### config.mk
export PLATFORM = sky130hd
export DESIGN_NAME = mcseq_ctrl
export DESIGN_NICKNAME = d
export VERILOG_FILES = /design/src/rtl/mcseq_pkg.sv /design/src/rtl/mcseq_decode.sv /design/src/rtl/mcseq_fsm.sv /design/src/rtl/mcseq_outdec.sv /design/src/rtl/mcseq_ctrl.sv
export SDC_FILE = /design/constraint.sdc
export NUM_CORES = 1
export LEC_CHECK = 0
export CAP_MARGIN = 20
export CORE_AREA = 2 2 39 41
export CTS_CLUSTER_SIZE = 28
export DETAILED_ROUTE_END_ITERATION = 10
export DIE_AREA = 0 0 41 43
export DONT_BUFFER_PORTS = 1
export GPL_TIMING_DRIVEN = 1
export PLACE_DENSITY_LB_ADDON = 0.25
export SYNTH_ARGS = -nofsm -noshare
export SYNTH_HDL_FRONTEND = slang
export SYNTH_HIERARCHICAL = 1
export SYNTH_SLANG_ARGS = --single-unit
### constraint.sdc
create_clock -name clk -period 3.3 [get_ports clk]
set_clock_uncertainty 0.05 [all_clocks]
set_input_delay 0 -clock clk [delete_from_list [all_inputs] [get_ports clk]]
set_output_delay 0 -clock clk [all_outputs]
set_load 0.005 [all_outputs]
### src/rtl/mcseq_pkg.sv
package mcseq_pkg;
  localparam int OPC_W = 6;

  localparam logic [OPC_W-1:0] OPC_ADD  = 6'h00;
  localparam logic [OPC_W-1:0] OPC_SUB  = 6'h01;
  localparam logic [OPC_W-1:0] OPC_AND  = 6'h02;
  localparam logic [OPC_W-1:0] OPC_OR   = 6'h03;
  localparam logic [OPC_W-1:0] OPC_ADDI = 6'h08;
  localparam logic [OPC_W-1:0] OPC_LD   = 6'h10;
  localparam logic [OPC_W-1:0] OPC_ST   = 6'h11;
  localparam logic [OPC_W-1:0] OPC_BR   = 6'h18;

  localparam logic [1:0] ACC_IDLE = 2'b00;
  localparam logic [1:0] ACC_RD   = 2'b01;
  localparam logic [1:0] ACC_WR   = 2'b10;

  typedef enum logic [2:0] {
    CL_NONE, CL_ALU, CL_ALUI, CL_LOAD, CL_STORE, CL_BRANCH
  } cls_t;

  typedef enum logic [1:0] {FN_ADD, FN_SUB, FN_AND, FN_OR} fn_t;

  typedef enum logic [2:0] {
    S_FETCH, S_REGRD, S_EXEC, S_MEM, S_WB, S_BRCHK, S_BRUPD
  } step_t;
endpackage

### src/rtl/mcseq_decode.sv
module mcseq_decode
  import mcseq_pkg::*;
(
  input  logic [OPC_W-1:0] opcode,
  output cls_t             cls,
  output fn_t              fn
);
  always_comb begin
    cls = CL_NONE;
    fn  = FN_ADD;
    unique case (opcode)
      OPC_ADD:  cls = CL_ALU;
      OPC_SUB:  begin cls = CL_ALU; fn = FN_SUB; end
      OPC_AND:  begin cls = CL_ALU; fn = FN_AND; end
      OPC_OR:   begin cls = CL_ALU; fn = FN_OR;  end
      OPC_ADDI: cls = CL_ALUI;
      OPC_LD:   cls = CL_LOAD;
      OPC_ST:   cls = CL_STORE;
      OPC_BR:   cls = CL_BRANCH;
      default:  cls = CL_NONE;
    endcase
  end
endmodule

### src/rtl/mcseq_fsm.sv
module mcseq_fsm
  import mcseq_pkg::*;
(
  input  logic  clk,
  input  logic  rst_n,
  input  cls_t  cls_in,
  input  fn_t   fn_in,
  input  logic  cond,
  output step_t step,
  output cls_t  cls_q,
  output fn_t   fn_q,
  output logic  cond_q
);
  step_t step_nx;

  always_comb begin
    step_nx = S_FETCH;
    unique case (step)
      S_FETCH: step_nx = S_REGRD;
      S_REGRD: step_nx = (cls_in == CL_NONE) ? S_FETCH : S_EXEC;
      S_EXEC: begin
        unique case (cls_q)
          CL_BRANCH:            step_nx = S_BRCHK;
          CL_ALU, CL_ALUI:      step_nx = S_WB;
          CL_LOAD, CL_STORE:    step_nx = S_MEM;
          default:              step_nx = S_FETCH;
        endcase
      end
      S_MEM:   step_nx = (cls_q == CL_LOAD) ? S_WB : S_FETCH;
      S_WB:    step_nx = S_FETCH;
      S_BRCHK: step_nx = S_BRUPD;
      S_BRUPD: step_nx = S_FETCH;
      default: step_nx = S_FETCH;
    endcase
  end

  always_ff @(posedge clk or negedge rst_n) begin
    if (!rst_n) begin
      step   <= S_FETCH;
      cls_q  <= CL_NONE;
      fn_q   <= FN_ADD;
      cond_q <= 1'b0;
    end else begin
      step <= step_nx;
      if (step == S_REGRD) begin
        cls_q <= cls_in;
        fn_q  <= fn_in;
      end
      if (step == S_BRCHK) cond_q <= cond;
    end
  end
endmodule

### src/rtl/mcseq_outdec.sv
module mcseq_outdec
  import mcseq_pkg::*;
#(
  parameter int ALU_W = 4
) (
  input  logic             rst_n,
  input  step_t            step,
  input  cls_t             cls_q,
  input  fn_t              fn_q,
  input  logic             cond_q,
  output logic             sel_a_pc,
  output logic             sel_b_imm,
  output logic             sel_wb_mem,
  output logic             is_branch,
  output logic             pc_load,
  output logic             imem_rd,
  output logic [1:0]       rf_ctl,
  output logic [1:0]       dm_ctl,
  output logic [ALU_W-1:0] alu_op
);
  localparam logic [ALU_W-1:0] ALU_NOP = '0;
  localparam logic [ALU_W-1:0] ALU_ADD = '1;
  localparam logic [ALU_W-1:0] ALU_SUB = {2'b10, {(ALU_W-2){1'b0}}};
  localparam logic [ALU_W-1:0] ALU_AND = ALU_SUB | ALU_W'(1);
  localparam logic [ALU_W-1:0] ALU_OR  = ALU_SUB | ALU_W'(2);

  function automatic logic [ALU_W-1:0] fn_code(input fn_t f);
    unique case (f)
      FN_SUB:  return ALU_SUB;
      FN_AND:  return ALU_AND;
      FN_OR:   return ALU_OR;
      default: return ALU_ADD;
    endcase
  endfunction

  always_comb begin
    sel_a_pc   = 1'b0;
    sel_b_imm  = 1'b0;
    sel_wb_mem = 1'b0;
    is_branch  = 1'b0;
    pc_load    = 1'b0;
    imem_rd    = 1'b0;
    rf_ctl     = ACC_IDLE;
    dm_ctl     = ACC_IDLE;
    alu_op     = ALU_NOP;
    unique case (step)
      S_FETCH: begin
        imem_rd = 1'b1;
        pc_load = 1'b1;
      end
      S_REGRD: rf_ctl = ACC_RD;
      S_EXEC: begin
        unique case (cls_q)
          CL_ALU: alu_op = fn_code(fn_q);
          CL_ALUI, CL_LOAD, CL_STORE: begin
            sel_b_imm = 1'b1;
            alu_op    = ALU_ADD;
          end
          CL_BRANCH: begin
            sel_a_pc  = 1'b1;
            sel_b_imm = 1'b1;
            alu_op    = ALU_ADD;
            is_branch = 1'b1;
          end
          default: ;
        endcase
      end
      S_MEM: dm_ctl = (cls_q == CL_LOAD) ? ACC_RD : ACC_WR;
      S_WB: begin
        rf_ctl     = ACC_WR;
        sel_wb_mem = (cls_q == CL_LOAD);
      end
      S_BRCHK: begin
        alu_op    = ALU_SUB;
        is_branch = 1'b1;
      end
      S_BRUPD: begin
        is_branch = 1'b1;
        pc_load   = cond_q;
      end
      default: ;
    endcase
    if (!rst_n) begin
      sel_a_pc   = 1'b0;
      sel_b_imm  = 1'b0;
      sel_wb_mem = 1'b0;
      is_branch  = 1'b0;
      pc_load    = 1'b0;
      imem_rd    = 1'b0;
      rf_ctl     = ACC_IDLE;
      dm_ctl     = ACC_IDLE;
      alu_op     = ALU_NOP;
    end
  end
endmodule

### src/rtl/mcseq_ctrl.sv
module mcseq_ctrl
  import mcseq_pkg::*;
#(
  parameter int ALU_W = 4
) (
  input  logic             clk,
  input  logic             rst_n,
  input  logic [5:0]       opcode,
  input  logic             cond,
  output logic             sel_a_pc,
  output logic             sel_b_imm,
  output logic             sel_wb_mem,
  output logic             is_branch,
  output logic             pc_load,
  output logic             imem_rd,
  output logic [1:0]       rf_ctl,
  output logic [1:0]       dm_ctl,
  output logic [ALU_W-1:0] alu_op
);
  cls_t  cls_dec, cls_q;
  fn_t   fn_dec, fn_q;
  step_t step;
  logic  cond_q;

  mcseq_decode u_dec (
    .opcode (opcode),
    .cls    (cls_dec),
    .fn     (fn_dec)
  );

  mcseq_fsm u_fsm (
    .clk    (clk),
    .rst_n  (rst_n),
    .cls_in (cls_dec),
    .fn_in  (fn_dec),
    .cond   (cond),
    .step   (step),
    .cls_q  (cls_q),
    .fn_q   (fn_q),
    .cond_q (cond_q)
  );

  mcseq_outdec #(.ALU_W(ALU_W)) u_out (
    .rst_n      (rst_n),
    .step       (step),
    .cls_q      (cls_q),
    .fn_q       (fn_q),
    .cond_q     (cond_q),
    .sel_a_pc   (sel_a_pc),
    .sel_b_imm  (sel_b_imm),
    .sel_wb_mem (sel_wb_mem),
    .is_branch  (is_branch),
    .pc_load    (pc_load),
    .imem_rd    (imem_rd),
    .rf_ctl     (rf_ctl),
    .dm_ctl     (dm_ctl),
    .alu_op     (alu_op)
  );
endmodule

# Yosys cells after proc, flatten, opt, wreduce, memory -nomap -nowiden
# Cells that the tools add are included.
[classes] reduce_logical=8 eq_ne=21 mux=29
[ops] cell="$pmux W3 S5" count=2
[ops] cell="$eq A6 B5 Y1 const B" count=3
[ops] cell="$pmux W3 S3" count=2
[ops] cell="$pmux W4 S2" count=2
[ops] cell="$eq A3 B3 Y1 const B" count=5
[ops] cell="$eq A3 B2 Y1 const B" count=4
[ops] cell="$eq A6 B2 Y1 const B" count=2
[ops] cell="$mux W1" count=12
[ops] cell="$mux W2" count=5
[ops] cell="$reduce_or A4 Y1" count=2
[ops] cell="$eq A3 B1 Y1 const B" count=2
[ops] cell="$eq A6 B1 Y1 const B" count=1
[ops] cell="$eq A6 B4 Y1 const B" count=1
[ops] cell="$logic_not A3 Y1" count=2
[ops] cell="$logic_not A6 Y1" count=1
[ops] cell="$pmux W2 S3" count=1
[ops] cell="$reduce_or A2 Y1" count=3
[ops] cell="$eq A2 B2 Y1 const B" count=2
[ops] cell="$mux W4" count=1
[ops] cell="$pmux W1 S2" count=2
[ops] cell="$pmux W2 S2" count=1
[ops] cell="$mux W3" count=1
[ops] cell="$eq A2 B1 Y1 const B" count=1
[word_totals] word_cells=62 in_bits=9 regBits=9

# Depth between registers and ports, before layout
# Gate-level depths: netlist of run 1.
[depth] depth_word=6 depth_mapped=5

# Modules after synthesis
# The synthesis of run 1 kept the hierarchy.
[by_module_without_submodules] module="mcseq_fsm" area_per_inst_um2=427.9 instances=1 cells_each=31
[by_module_without_submodules] module="mcseq_outdec" area_per_inst_um2=254.0 instances=1 cells_each=36
[by_module_without_submodules] module="mcseq_decode" area_per_inst_um2=77.6 instances=1 cells_each=12

# Worst setup path before layout of run 1
# No wires, ideal clock.
[synth_timing] kind="flip-flop to flip-flop" from="register u_fsm.step[0]" to="register u_fsm.cls_q[0]" t_required_ps=3125 path_slack_ps=2029 arrival_time_ps=1096 n_path_buf=0 stages_incl_launch_ff=4 cell_sequence="dfrtp_1 nand2b_4 nor2_4 mux2_4"
[synth_between] elab_chain_len=1
[synth_lines] item="start, declared" line_no="mcseq_fsm.sv:9" text="output step_t step,"
[synth_lines] item="start signal, assigned" line_no="mcseq_fsm.sv:44" text="step <= step_nx;"
[synth_lines] item="$eq A3 B1 Y1" line_no="mcseq_fsm.sv:45" text="if (step == S_REGRD) begin"
[synth_lines] item="end signal, assigned" line_no="mcseq_fsm.sv:46" text="cls_q <= cls_in;"
[synth_lines] item="end, declared" line_no="mcseq_fsm.sv:10" text="output cls_t cls_q,"
# No other way between the ends.
# A chain may end at the register's enable or synchronous reset.

# Worst setup path after layout of run 1
[layout_timing] from="register u_fsm.step[2]" to="output alu_op[1]"
[layout_between] elab_chain_len=3 word_cells_on_any_way=4 cone_classes="2 x eq/ne; 2 x mux"
[layout_lines] item="$eq A3 B3 Y1 or $eq A3 B2 Y1 (tied branches)"
[layout_lines] item="$pmux W4 S2 *" line_no="mcseq_outdec.sv:46" text="unique case (step)"
[layout_lines] item="$mux W4 *" line_no="mcseq_outdec.sv:83" text="if (!rst_n) begin"
[layout_lines] item="end, declared" line_no="mcseq_ctrl.sv:18" text="output logic [ALU_W-1:0] alu_op"
# Mark *: on every way between the ends. The rest lies on a longest branch, timed or not.

==> qor.yml, run 1 <==
setup_path:
  crit_required_ns: 3.25
  crit_path_max_fanout: 15
  critPathCaptureType: "output pin"
  path_class: "reg -> out"
  crit_path_start_kind: "flip-flop"
  arrival_ns: 1.52
  rr_worst_depth: 3
logic_synthesis:
  synth_area_um2: 759
  synthArstFlopShare: 1.00
  avgSynthCellArea_um2: 9.61
  synth_cells: 79
  yosys_most_used_dff: "dfrtp_1"
  synth_edf_count: 0
  ys_seq_area_frac: 0.297
  synth_nets: 90
  synth.distinct_cells: 36
  ys_ff_latch: 9
  yosysWarnings: 6
power_and_ir_drop:
  powerDensity_nw_per_um2: 492
  p_total_w: 0.000414
  p_leak_nw: 0.308
  vdd_drop_max_v: 0.000320
placement:
  finalWeightedCongestion: 0.759
  hpwl_mm: 1.00
  place_area_um2: 774
  numPortBuffers: 0
  dp_slack_ns: 1.82
floorplanning:
  dieArea_um2: 1760
  chipHeight_um: 43
  core_area_um2: 1380
  start_util: 0.549
  die_x_um: 41
  io_pins: 23
  rows: 14
timing:
  worst-slew-pin-transition_ns: 0.474
  max_freq_mhz: 639
  final-setup-viol-count: 0
  fin_hold_ws_ns: 0.0174
  layout_setup_ws_ns: 1.73
  hold_viol_final: 0
  finalCritPeriodShare: 0.474
  grt_setup_unrepaired: "false"
  min_period_ns: 1.57
  tns_ns: 0
  slew_violations: 0
  slew-limit-headroom: 0.684
layout:
  final_common_cell: "dfrtp_1"
  nFillCells: 119
  drive_gt1_frac: 0.174
  syn_to_final_growth_pct: 10.7
  final_area_um2: 841
  nNetsFinal: 98
  layout_common_cells: "dfrtp_1 (9), nor2_1 (8), nand3b_1 (5), mux2_4 (5)"
  diodes: 0
hold_path:
  hold_class: "in -> reg"
  min_path_cells: 2
clock_network:
  clkTransAtPathRegs_ns: 0.06
  cts_sinks: 9
  clk_path_buf_depth: 2
  htreeDepth: 1
  cts_resized: 0
  cts_tree: "yes"
  root_buffer: "clkbuf_4"
  worst_skew_pair.late_latency_ns: 0.26
  cts_buffers: 3
global_routing:
  antenna_found_initial: 0
  grt_overflow_total: 0
  track_usage: 0.203
  grt_pass1_vias: 552
  grt_max_degree: 17
  grt_pass1_wl_mm: 2.33
status:
  status: "finished, final reports clean"
routing:
  wl_mm: 1.44
  vias_per_cell: 6.25
  ant_nets: 0
  drc: 0
  num_vias: 637
  drt_iter0_drc: 11
  drtPass1Iterations: 4
  wire_per_inst_um: 14.1
run:
  max_cap_viol_count: 0
## synthesized netlist by cell type, types with 2 or more instances
library cell	number	area share
mux2_4	5	0.099
inv_1	2	0.0099
dfrtp_1	9	0.30
nand2_1	3	0.015
nor2_1	8	0.040
nor2b_1	2	0.016
nor4_1	3	0.025
a21oi_1	3	0.020
ha_1	2	0.033
nand2b_1	2	0.016
nor3b_1	3	0.030
o21ai_0	4	0.026
nand3b_1	5	0.049
nand4b_1	2	0.023
and2_1	2	0.016
nor3_1	3	0.020
xnor2_1	2	0.023
## area by class of cell
cell class | instances | area, um2 | share of cell area
clock buffers | 4 | 26.3 | 0.0313
flip-flops and latches | 9 | 225 | 0.268
inverters | 2 | 7.51 | 0.00893
well taps | 16 | 20.0 | 0.0238
repair buffers | 4 | 40.0 | 0.0476
multi-input cells | 67 | 522 | 0.621
## per-stage QoR
step / utilization / std cells
after CTS: 0.608 / 102
after detailed placement: 0.560 / 94
after global routing: 0.608 / 102
final: 0.608 / 102
after global placement: 0.560 / 94
after floorplan: - / 79
## cells by family after synthesis
kind of cell | after synthesis | synth area share
mux | 6 | 0.114
compound gates | 14 | 0.122
fa+ha+maj | 2 | 0.0329
flops | 9 | 0.297
buf+inv | 3 | 0.0165
xor+xnor | 3 | 0.0346
simple gates | 42 | 0.384
## critical path, stage by stage (launching register included)
cell and delay (ns):
dfrtp_1 0.54, nand4bb_4 0.32, a21o_1 0.22, a21oi_1 0.17
## worst paths after layout
| kind | start | slack [ns] | endpoint |
|---|---|---|---|
| worst min-delay path | opcode[4] | 0.02 | u_fsm/cls_q[2]$_DFFE_PN0P_ |
| max in group asynchronous | rst_n | 2.85 | u_fsm/fn_q[0]$_DFFE_PN0P_ |
| min in group asynchronous | rst_n | 0.05 | u_fsm/cond_q$_DFFE_PN0N_ |
| worst max register to register | u_fsm/step[1]$_DFF_PN0_ | 1.80 | u_fsm/cls_q[1]$_DFFE_PN0P_ |
| worst min register to register | u_fsm/fn_q[0]$_DFFE_PN0P_ | 0.46 | u_fsm/fn_q[0]$_DFFE_PN0P_ |
| worst max-delay path | u_fsm/step[2]$_DFF_PN0_ | 1.73 | alu_op[1] |
## registers in the layout, summed over array words and instances (netlist names)
| signal | count |
|---|---|
| u_fsm/cls_q | 3 |
| u_fsm/cond_q | 1 |
| u_fsm/fn_q | 2 |
| u_fsm/step | 3 |
## layer usage
metal	up-vias	share of wire	track usage
met4	0	0.017	0.127
met5	-	0	0
met3	4	0.073	0.0838
li1	310	-	-
met2	26	0.48	0.278
met1	297	0.43	0.253
## report_power, final
group | leakage (nW) | internal, W | total, W | switching (W)
registers | 0.120 | 0.000132 | 0.000186 | 0.0000535
clock network | 0.0150 | 0.0000465 | 0.0000836 | 0.0000371
logic | 0.173 | 0.0000836 | 0.000145 | 0.0000612
total | 0.308 | 0.000262 | 0.000414 | 0.000152
## timing repair
item | CTS | global route
hold endpoints to repair | 12 | 0
setup buffers | 0 | 0
hold buffers | 4 | 0
setup endpoints to repair | 0 | 0
No activity file was read; power rests on OpenSTA's default activity.
==> run 2, diff against run 1 <==
clock period = 1.55 ns   (was 3.3 ns; I/O delays follow)
==> run 2 against run 1 <==
Compared with the run above: flip-flop and latch count did not move; clock power rose by 100%; via count fell by 6.8%; critical path type unchanged; largest cell class unchanged.
==> qor.yml, run 2 (synthesis gave the netlist of run 1 again) <==
status:
  status: "finished, final reports clean"
clock_network:
  cts_tree: "yes"
  clkTransAtPathRegs_ns: 0.06
  cts_sinks: 9
  clk_path_buf_depth: 2
  htreeDepth: 1
  worst_skew_pair.late_latency_ns: 0.25
  root_buffer: "clkbuf_4"
  cts_buffers: 3
setup_path:
  crit_path_max_fanout: 15
  r2r_slack_ns: 0.25
  crit_required_ns: 1.50
  arrival_ns: 1.42
  critPathCaptureType: "output pin"
  path_class: "reg -> out"
  crit_path_start_kind: "flip-flop"
global_routing:
  grt_max_degree: 16
  grt_pass1_wl_mm: 2.09
  grt_pass1_vias: 502
  antenna_found_initial: 0
  track_usage: 0.174
  grt_overflow_total: 0
floorplanning:
  rows: 14
  start_util: 0.549
  dieArea_um2: 1760
  io_pins: 23
  die_x_um: 41
  chipHeight_um: 43
  core_area_um2: 1380
routing:
  vias_per_cell: 5.71
  dr.max_layer_used: "met3"
  met3_length_um: 81
  ant_nets: 0
  drt_iter0_drc: 4
  num_vias: 594
  drc: 0
  wl_met2_um: 580
  wire_per_inst_um: 12.8
  drtPass1Iterations: 4
  wl_mm: 1.33
  drt-met1-wl_um: 664
power_and_ir_drop:
  powerDensity_nw_per_um2: 1040
  p_leak_nw: 0.315
  vdd_drop_max_v: 0.000739
layout:
  syn_to_final_growth_pct: 13.0
  final_common_cell: "nor2_1"
  drive_gt1_frac: 0.216
  diodes: 0
  post-route-util: 0.620
  nNetsFinal: 100
  layout_common_cells: "nor2_1 (8), dfrtp_1 (7), nand3b_1 (5), mux2_4 (5)"
  largest_registers: "u_fsm/cls_q (3), u_fsm/step (3), u_fsm/fn_q (2)"
placement:
  hpwl_um: 981
  finalWeightedCongestion: 0.800
  numPortBuffers: 0
timing:
  max_freq_mhz: 682
  slew-limit-headroom: 0.739
  tns_ns: 0
  finalCritPeriodShare: 0.946
  hold_viol_final: 0
  final-setup-viol-count: 0
  worst-slew-pin-transition_ns: 0.390
  slew_violations: 0
  grt_setup_unrepaired: "false"
  min_period_ns: 1.47
run:
  max_cap_viol_count: 0
hold_path:
  hold_class: "in -> reg"
-- run 2: changes by cell type in the layout (fill, tap and decap cells not counted), sizes merged --
cell,previous run,this run
buf,0,2
-- run 2: stage by stage --
step | cells | total power [W] | cell area, um2 | hold slack (ns) | setup WS [ns]
6_report | 104 | 0.000894 | 858 | 0.0149 | 0.0844
5_1_grt | 104 | 0.000957 | 858 | 0.0319 | 0.00402
4_1_cts | 104 | 0.000906 | 857 | 0.00729 | 0.0263
3_5_place_dp | 96 | 0.000713 | 790 | -0.345 | 0.233
3_3_place_gp | 96 | 0.000706 | 790 | -0.345 | 0.273
2_1_floorplan | 79 | 0.000638 | 759 | -0.346 | 0.279
-- run 2: report_power, final --
group / leakage, nW / total (W) / switching (W) / internal, W
sequential: 0.117 / 0.000360 / 0.0000771 / 0.000283
combinational: 0.183 / 0.000363 / 0.000165 / 0.000198
clock: 0.0150 / 0.000171 / 0.0000720 / 0.0000985
-- run 2: what timing repair did --
action,in CTS,in global routing
buffers inserted,0,0
setup endpoints to repair,3,4
pin swaps,0,0
gates cloned,0,0
gates resized for setup,1,1
endpoints found under the hold margin,12,0
hold buffers,4,0
-- run 2: critical path, cell delays in order, from the launching register on --
cell and delay [ns]:
dfrtp_2 0.50, nand4bb_4 0.27, a21o_1 0.22, a21oi_1 0.17
-- run 2: area by class of cell --
type,instances,area (um2)
fill,124,526
clock buffer,4,26.3
tap,16,20.0
multi-input combinational,67,522
timing repair buffer,6,55.1
inverter,2,7.51
sequential,9,228
-- run 2: final timing paths --
check | start | endpoint | cells past startpoint
min in group asynchronous | rst_n | u_fsm/cond_q$_DFFE_PN0N_ | 1
worst min-delay path | opcode[4] | u_fsm/cls_q[2]$_DFFE_PN0P_ | 2
worst min register to register | u_fsm/cond_q$_DFFE_PN0N_ | u_fsm/cond_q$_DFFE_PN0N_ | 1
max in group asynchronous | rst_n | u_fsm/step[2]$_DFF_PN0_ | 1
worst max-delay path | u_fsm/step[2]$_DFF_PN0_ | alu_op[1] | 3
worst max register to register | u_fsm/step[1]$_DFF_PN0_ | u_fsm/fn_q[1]$_DFFE_PN0P_ | 3
-- run 2: metal layers --
metal,GRT usage,vias up
met5,0,-
met4,0.0800,0
met3,0.0314,0
met2,0.241,15
met1,0.256,267
li1,-,312
==> run 3, diff against run 2 <==
CAP_MARGIN = 15   (was 20)
REMOVE_ABC_BUFFERS = 1   (was not set)
==> run 3 against run 2 <==
Compared with the run above: utilization rose by 1.5 points; die area did not move; clock-buffer cell count did not move; first-iteration DRC count rose to 3.0 times the previous value; final area rose by 2.5%; non-clock buffer count rose by 3; hold slack improved by 0.013 ns; highest routed layer is now met4.
==> qor.yml, run 3 (synthesis gave the netlist of run 1 again) <==
hold_path:
  hold_class: "in -> reg"
  min_path_cells: 2
power_and_ir_drop:
  powerDensity_nw_per_um2: 1030
  vdd_drop_max_v: 0.000599
  p_leak_nw: 0.333
setup_path:
  critPathCaptureType: "output pin"
  startpoint: "u_fsm/step[0]$_DFF_PN0_"
  r2r_slack_ns: 0.22
  crit_required_ns: 1.50
  arrival_ns: 1.39
  endpoint: "alu_op[2]"
  crit_path_max_fanout: 8
  path_class: "reg -> out"
  r2r_start: "u_fsm/step[0]$_DFF_PN0_"
  reg2reg_to: "u_fsm/cls_q[1]$_DFFE_PN0P_"
  crit_path_start_kind: "flip-flop"
  rr_worst_depth: 3
timing:
  slew_violations: 0
  hold_viol_final: 0
  worst-slew-pin-transition_ns: 0.402
  max_freq_mhz: 696
  finalCritPeriodShare: 0.927
  grt_setup_unrepaired: "false"
  tns_ns: 0
  fin_hold_ws_ns: 0.0278
  slew-limit-headroom: 0.731
  min_period_ns: 1.44
  final-setup-viol-count: 0
  layout_setup_ws_ns: 0.113
clock_network:
  cts_buffers: 3
  cts_sinks: 9
  cts_tree: "yes"
  htreeDepth: 1
  worst_skew_pair.late_latency_ns: 0.26
  root_buffer: "clkbuf_4"
  clk_path_buf_depth: 2
  clkTransAtPathRegs_ns: 0.06
layout:
  syn_to_final_growth_pct: 15.8
  diodes: 0
  nNetsFinal: 103
  drive_gt1_frac: 0.231
  largest_registers: "u_fsm/cls_q (3), u_fsm/step (3), u_fsm/fn_q (2)"
  post-route-util: 0.636
  layout_common_cells: "nor2_1 (8), dfrtp_1 (8), buf_4 (5), nand3b_1 (5), mux2_4 (5)"
  final_area_um2: 880
placement:
  dp_slack_ns: 0.250
  hpwl_mm: 1.05
  place_area_um2: 790
  numPortBuffers: 0
  finalWeightedCongestion: 0.742
routing:
  vias_per_cell: 5.91
  num_vias: 632
  wl_mm: 1.50
  drt_iter0_drc: 12
  ant_nets: 0
  drtPass1Iterations: 4
  wire_per_inst_um: 14.0
  drc: 0
global_routing:
  grt_max_degree: 16
  grt_pass1_wl_mm: 2.32
  track_usage: 0.193
  grt_pass1_vias: 568
  antenna_found_initial: 0
  grt_overflow_total: 0
floorplanning:
  start_util: 0.549
  chipHeight_um: 43
  rows: 14
  dieArea_um2: 1760
  die_x_um: 41
  core_area_um2: 1380
  io_pins: 23
status:
  status: "finished, final reports clean"
run:
  max_cap_viol_count: 0
==> run 3: cell count changes in the layout (fill, tap and decap cells not counted), sizes merged <==
cell,previous run,this run
buf,2,5
==> run 3: what timing repair did <==
item	CTS	global route
setup endpoints to repair	3	2
resized for setup	1	0
endpoints found under the hold margin	12	0
buffers inserted	0	3
hold buffers	4	0
==> run 3: report_power, final <==
part | switching, W | total (W) | internal, W | leakage [nW]
combinational | 0.000168 | 0.000371 | 0.000203 | 0.200
clock | 0.0000748 | 0.000173 | 0.0000987 | 0.0150
sequential | 0.0000836 | 0.000366 | 0.000282 | 0.118
total | 0.000327 | 0.000910 | 0.000583 | 0.333
==> run 3: worst max-delay path: stages (launching register included) <==
cell	delay, ns
dfrtp_1	0.49
nand4bb_4	0.25
a21o_1	0.21
a21oi_1	0.17
==> run 3: cell type report <==
cell class / instances / area (um2)
Multi-Input combinational cell: 67 / 522
Fill cell: 124 / 504
Sequential cell: 9 / 226
Timing Repair Buffer: 9 / 77.6
Clock buffer: 4 / 26.3
Tap cell: 16 / 20.0
Inverter: 2 / 7.51
==> run 3: how the worst min path moves through the flow <==
| stage | from | to | slack [ns] |
|---|---|---|---|
| floorplan | rst_n | u_fsm/cls_q[0]$_DFFE_PN0P_ | -0.35 |
| global placement | rst_n | u_fsm/cond_q$_DFFE_PN0N_ | -0.35 |
| detailed placement | rst_n | u_fsm/cond_q$_DFFE_PN0N_ | -0.35 |
| CTS | opcode[4] | u_fsm/cls_q[2]$_DFFE_PN0P_ | 0.03 |
| global route | opcode[4] | u_fsm/cls_q[2]$_DFFE_PN0P_ | 0.04 |
| finish | opcode[4] | u_fsm/cls_q[2]$_DFFE_PN0P_ | 0.03 |
==> run 3: through the flow <==
stage	instances	power (W)
3_3_place_gp	96	0.000703
5_1_grt	107	0.000968
6_report	107	0.000910
2_1_floorplan	78	0.000635
3_5_place_dp	96	0.000718
4_1_cts	104	0.000906
==> run 3: routing by layer <==
metal | wire (um) | up-vias | global-route usage
met1 | 710 | 286 | 0.229
met2 | 697 | 20 | 0.316
li1 | - | 322 | -
met5 | 0 | - | 0
met4 | 15 | 0 | 0.0933
met3 | 73 | 4 | 0.0366
